===== config.mk =====
export PLATFORM = sky130hd
export DESIGN_NAME = noise_chan_mixer
export DESIGN_NICKNAME = d
export VERILOG_FILES = /design/src/rtl/nz_pkg.sv /design/src/rtl/nz_lfsr.sv /design/src/rtl/nz_mixer.sv /design/src/rtl/noise_chan_mixer.sv
export SDC_FILE = /design/constraint.sdc
export NUM_CORES = 1
export LEC_CHECK = 0
export BUFFER_PORTS_ARGS = -buffer_cell sky130_fd_sc_hd__buf_2
export CELL_PAD_IN_SITES_DETAIL_PLACEMENT = 1
export CELL_PAD_IN_SITES_GLOBAL_PLACEMENT = 1
export CORE_ASPECT_RATIO = 2
export CORE_UTILIZATION = 46
export CTS_BUF_LIST = sky130_fd_sc_hd__clkbuf_16
export DETAILED_ROUTE_END_ITERATION = 8
export GPL_ROUTABILITY_DRIVEN = 0
export PLACE_DENSITY_LB_ADDON = 0.1
export RECOVER_POWER = 100
export SLEW_MARGIN = 20
export SYNTH_ARGS = -nofsm -noshare
export SYNTH_HDL_FRONTEND = slang
export SYNTH_SLANG_ARGS = --single-unit

===== constraint.sdc =====
create_clock -name clk -period 9.5 [get_ports clk]
set_clock_uncertainty 0.2 [all_clocks]
set_input_delay 1.425 -clock clk [delete_from_list [all_inputs] [get_ports clk]]
set_output_delay 1.425 -clock clk [all_outputs]
set_load 0.02 [all_outputs]

===== src/rtl/nz_pkg.sv =====
package nz_pkg;

    localparam int NUM_CH = 4;
    localparam int ATT_W  = 4;
    localparam int LVL_W  = 13;
    localparam int SMP_W  = 16;

    typedef logic [ATT_W-1:0]        atten_t;
    typedef logic [LVL_W-1:0]        level_t;
    typedef logic signed [SMP_W-1:0] sample_t;

    typedef enum logic {
        NZ_PERIODIC = 1'b0,
        NZ_WHITE    = 1'b1
    } nz_mode_e;

    typedef struct packed {
        sample_t mono;
        sample_t left;
        sample_t right;
    } mix_t;

    // 2 dB per code step down from a quarter of full scale; top code is silent
    function automatic level_t atten_to_level(atten_t code);
        level_t lv;
        case (code)
            4'd0:    lv = 13'd8191;
            4'd1:    lv = 13'd6506;
            4'd2:    lv = 13'd5168;
            4'd3:    lv = 13'd4105;
            4'd4:    lv = 13'd3260;
            4'd5:    lv = 13'd2590;
            4'd6:    lv = 13'd2057;
            4'd7:    lv = 13'd1634;
            4'd8:    lv = 13'd1298;
            4'd9:    lv = 13'd1031;
            4'd10:   lv = 13'd819;
            4'd11:   lv = 13'd650;
            4'd12:   lv = 13'd516;
            4'd13:   lv = 13'd410;
            4'd14:   lv = 13'd326;
            default: lv = 13'd0;
        endcase
        return lv;
    endfunction

    function automatic sample_t widen_level(level_t lv);
        return sample_t'({{(SMP_W-LVL_W){1'b0}}, lv});
    endfunction

endpackage


===== src/rtl/nz_lfsr.sv =====
module nz_lfsr
    import nz_pkg::*;
#(
    parameter int WIDTH     = 16,
    parameter int FB_BIT    = 15,
    parameter int TAP1      = 0,
    parameter int TAP2      = 3,
    parameter int XNOR_TAPS = 0,
    parameter int PER_W     = 11
) (
    input  logic             clk,
    input  logic             rst,
    input  logic             tick,
    input  nz_mode_e         mode,
    input  logic             reseed,
    input  logic [PER_W-1:0] period,
    output logic             out_bit
);

    localparam logic [WIDTH-1:0] SEED     = WIDTH'(1) << FB_BIT;
    localparam logic             TAP2_REF = (XNOR_TAPS != 0);

    logic [WIDTH-1:0] state_q;
    logic [WIDTH-1:0] shifted;
    logic [PER_W-1:0] cnt_q;
    logic             expire;
    logic             second_term;
    logic             feedback;

    assign expire      = tick && (cnt_q <= PER_W'(1));
    assign second_term = (mode == NZ_WHITE) && (state_q[TAP2] != TAP2_REF);
    assign feedback    = state_q[TAP1] ^ second_term;

    always_comb begin
        shifted = state_q >> 1;
        if (feedback) begin
            shifted[FB_BIT] = 1'b1;
        end
    end

    always_ff @(posedge clk) begin
        if (rst) begin
            state_q <= SEED;
            cnt_q   <= '0;
        end else begin
            if (reseed) begin
                state_q <= SEED;
            end else if (expire) begin
                state_q <= shifted;
            end
            if (tick) begin
                cnt_q <= expire ? period : cnt_q - PER_W'(1);
            end
        end
    end

    assign out_bit = state_q[0];

endmodule


===== src/rtl/nz_mixer.sv =====
module nz_mixer
    import nz_pkg::*;
#(
    parameter int NEGATE = 0,
    parameter int STEREO = 1
) (
    input  logic                  clk,
    input  logic                  rst,
    input  logic [NUM_CH-1:0]     chan_on,
    input  atten_t [NUM_CH-1:0]   atten,
    input  logic [2*NUM_CH-1:0]   route,
    output mix_t                  mix_q
);

    level_t  lvl [NUM_CH];
    sample_t sum_m;
    sample_t sum_l;
    sample_t sum_r;
    mix_t    mix_d;

    for (genvar c = 0; c < NUM_CH; c++) begin : g_level
        assign lvl[c] = atten_to_level(atten[c]);
    end

    always_comb begin
        sum_m = '0;
        sum_l = '0;
        sum_r = '0;
        for (int c = 0; c < NUM_CH; c++) begin
            if (chan_on[c]) begin
                sum_m = sum_m + widen_level(lvl[c]);
                if (route[NUM_CH+c]) sum_l = sum_l + widen_level(lvl[c]);
                if (route[c])        sum_r = sum_r + widen_level(lvl[c]);
            end
        end
    end

    always_comb begin
        if (STEREO != 0) begin
            mix_d.left  = (NEGATE != 0) ? -sum_l : sum_l;
            mix_d.right = (NEGATE != 0) ? -sum_r : sum_r;
        end else begin
            mix_d.left  = (NEGATE != 0) ? -sum_m : sum_m;
            mix_d.right = (NEGATE != 0) ? -sum_m : sum_m;
        end
        mix_d.mono = (NEGATE != 0) ? -sum_m : sum_m;
    end

    always_ff @(posedge clk) begin
        if (rst) begin
            mix_q <= '0;
        end else begin
            mix_q <= mix_d;
        end
    end

endmodule


===== src/rtl/noise_chan_mixer.sv =====
module noise_chan_mixer
    import nz_pkg::*;
#(
    parameter int PER_W     = 11,
    parameter int LFSR_W    = 16,
    parameter int FB_BIT    = 15,
    parameter int TAP1      = 0,
    parameter int TAP2      = 3,
    parameter int XNOR_TAPS = 0,
    parameter int NEGATE    = 0,
    parameter int STEREO    = 1
) (
    input  logic                      clk,
    input  logic                      rst,
    input  logic                      tick,
    input  logic [PER_W-1:0]          noise_period,
    input  logic                      noise_white,
    input  logic                      reseed,
    input  logic [NUM_CH-2:0]         tone_on,
    input  logic [NUM_CH*ATT_W-1:0]   atten,
    input  logic [2*NUM_CH-1:0]       route,
    output logic                      noise_bit,
    output logic signed [SMP_W-1:0]   mix_mono,
    output logic signed [SMP_W-1:0]   mix_left,
    output logic signed [SMP_W-1:0]   mix_right
);

    atten_t [NUM_CH-1:0] att_arr;
    logic   [NUM_CH-1:0] chan_on;
    mix_t                mix_q;

    assign att_arr = atten;
    assign chan_on = {noise_bit, tone_on};

    nz_lfsr #(
        .WIDTH     (LFSR_W),
        .FB_BIT    (FB_BIT),
        .TAP1      (TAP1),
        .TAP2      (TAP2),
        .XNOR_TAPS (XNOR_TAPS),
        .PER_W     (PER_W)
    ) u_lfsr (
        .clk     (clk),
        .rst     (rst),
        .tick    (tick),
        .mode    (nz_mode_e'(noise_white)),
        .reseed  (reseed),
        .period  (noise_period),
        .out_bit (noise_bit)
    );

    nz_mixer #(
        .NEGATE (NEGATE),
        .STEREO (STEREO)
    ) u_mix (
        .clk     (clk),
        .rst     (rst),
        .chan_on (chan_on),
        .atten   (att_arr),
        .route   (route),
        .mix_q   (mix_q)
    );

    assign mix_mono  = mix_q.mono;
    assign mix_left  = mix_q.left;
    assign mix_right = mix_q.right;

endmodule


==> run metrics <==
CP max-delay cell a2111oi_0; ys flop type dfxtp_1; critical path type input pin to flip-flop; Gate power share 57.3%; Synth Instances 1408; vias in the first global route 11300; Iter 0 DRT Violations 316; Synth top area share 17.4%; Pwr Density 151 nW/um2; critical path capture point type flip-flop; outcome finished with violations; Setup TNS 0 ns; # setup viols final 0; DIE WIDTH 108 um; CTS tree done; LEAKAGE 4.87 nW; Sw Share 46.2%; Worst IR Drop VDD 0.145 mV; Setup Slack @ Placement 1.01 ns; CTS Buffer Depth 2; Worst-Skew Late Latency 0.37 ns; Slew @ Worst Pin 1.65 ns; DR vias/cell 6.22; Sink Count 75; fin crit share 89.9%; ANT nets after route 0; Post-Route WL 36400 um; mux share of post-synthesis cell area 5.32%; max cap viols 1; Overflow after GRT 0; Pint 905 uW; fillcell total 2876; maximum fanout along the worst path 9; worst min path class flip-flop to flip-flop; DIE AREA 23000 um2; clock share of power 20.7%; CTS resizes 0; first-pass GRT wire length 56700 um; cell area after synthesis 10300 um2; Req. time, crit path 9.56 ns; core area 22000 um2; antenna violations before repair 0; Synth async-reset ratio 0%; PortBufs 91; gr usage total 32.4%; Clock Pin Slew Worst Setup and Hold Paths 0.07 ns; fin. max-slew vios 26; Setup WS post-layout 0.962 ns; syn_area_per_cell 7.29 um2; CTS root buf clkbuf_16; most frequent cell after synthesis nor2_1; share of cells above drive strength 1 6.32%; fmax 117 MHz; diodes inserted 0; number of synthesized flops with an enable pin 0; Adder-Cell Fraction of Synth Area 19.2%; Storage cell area 1500 um2; Final Hold Slack 0.256 ns; post-layout util 50.7%; complex-gate fraction of the synthesized area 27.5%; DRC violations left 0; Final Hold Viols 0; hold buffers post-CTS 0; unrepaired setup endpoints after global routing no; die height 213 um; startpoint types input pin; simple-gate share of the synthesized area 22.2%; Syn Nets 1603; Area Overhead vs Synth 8.52%; total CTS buffers 9; Rows 77; max_slew headroom -10.1%; xor/xnor share of the synthesized area 6.82%; Tmin final 8.54 ns; top cell type by total area after synthesis ha_1; io pins 92; Critical Path AT 8.59 ns; top cells by count, synth nor2_1 (163), nand2_1 (145), ha_1 (143); HPWL Detailed 30100 um; Flop pwr share 22.0%; Initial Util 46.7%; pin count of the biggest net entering global routing 52; largest family of logic cells by synthesized area compound AO/OA/AOI/OAI gates; Layout Nets 1661; Routed WL per cell 20.9 um; post-synth cell types 66; Synth Register Bits 75; via count 10900; multi-input combinational cell area 8310 um2; DRT Pass-1 Iters 4; CP peak stage delay 0.60 ns; postcts setup bufs 0; Yosys warning count 0; sequential area share after synthesis 14.6%; # H-tree levels 3; failing checks capacitance limit, slew limit; sw power 777 uW; Synth area leaders ha_1 (17%), dfxtp_1 (15%), a21oi_1 (6.4%)
## power groups by stage
stage / Clock, mW / Sequential [mW] / Combinational [mW]
2_1_floorplan: 0 / 0.398 / 0.690
3_3_place_gp: 0 / 0.375 / 0.929
3_5_place_dp: 0 / 0.376 / 0.964
4_1_cts: 0.356 / 0.370 / 0.972
5_1_grt: 0.365 / 0.373 / 1.06
6_report: 0.347 / 0.370 / 0.964
## critical path, delay by kind of cell
family	cells	cell delay, ns
muxes	1	0.22
adders and majority gates	5	1.63
xor gates and xnor gates	2	0.30
buffers and inverters	4	0.61
and+or+nand+nor	10	1.44
AOI/OAI and AO/OA	13	2.95
## flip-flops by register name, indices dropped and copies added, names as in the netlist
signal and count:
u_lfsr.state_q 16, u_lfsr.cnt_q 11, u_mix.mix_q 48
## layer usage
metal | GRT usage (%) | share of wire, % | vias up
li1 | - | - | 5216
met1 | 29.2 | 35 | 5275
met2 | 61.9 | 53 | 230
met3 | 3.97 | 2.4 | 146
met4 | 28.3 | 9.4 | 0
met5 | 0 | 0 | -
## cell families (layout without fill, tap and decap cells)
group,after synthesis,in the layout
DFF,75,75
and+or+nand+nor,499,499
adders and majority gates,152,152
buffers and inverters,115,178
AOI/OAI and AO/OA,437,437
muxes,50,50
xor gates and xnor gates,80,80
## final cells by class
| class | count | area share (%) |
|---|---|---|
| inverters | 61 | 2.05 |
| multi-input cells | 1218 | 74.6 |
| flip-flops and latches | 75 | 13.5 |
| well taps | 276 | 3.10 |
| clock buffers | 9 | 2.02 |
| clock inverters | 7 | 0.606 |
| repair buffers | 101 | 4.13 |
## metrics by stage
stage	cell area (um2)	power, mW	std cells
floorplan	10300	1.09	1408
global placement	10900	1.30	1731
detailed placement	10900	1.34	1731
CTS	11200	1.70	1747
global route	11100	1.80	1747
finish	11100	1.68	1747
## cell usage in the layout, fill, tap and decap left out, types with 36 or more instances in the layout
cell type | synthesis | final
a21oi_1 | 131 | 131
buf_2 | 6 | 41
clkbuf_1 | 40 | 52
dfxtp_1 | 75 | 75
ha_1 | 143 | 143
inv_1 | 59 | 59
nand2_1 | 145 | 145
nor2_1 | 163 | 163
nor3_1 | 45 | 45
o21ai_0 | 86 | 89
xnor2_1 | 44 | 44
xor2_1 | 36 | 36
## final timing paths
kind                                   startpoint           endpoint  slack, ns  depth (start not counted)
worst max-delay path                     atten[1]    u_mix.mix_q[46]       0.96                         35
worst min-delay path            u_lfsr.state_q[8]  u_lfsr.state_q[7]       0.26                          2
worst max register to register  u_lfsr.state_q[0]    u_mix.mix_q[30]       5.98                          5
worst min register to register  u_lfsr.state_q[8]  u_lfsr.state_q[7]       0.26                          2
(Power assumes the default switching activity.)
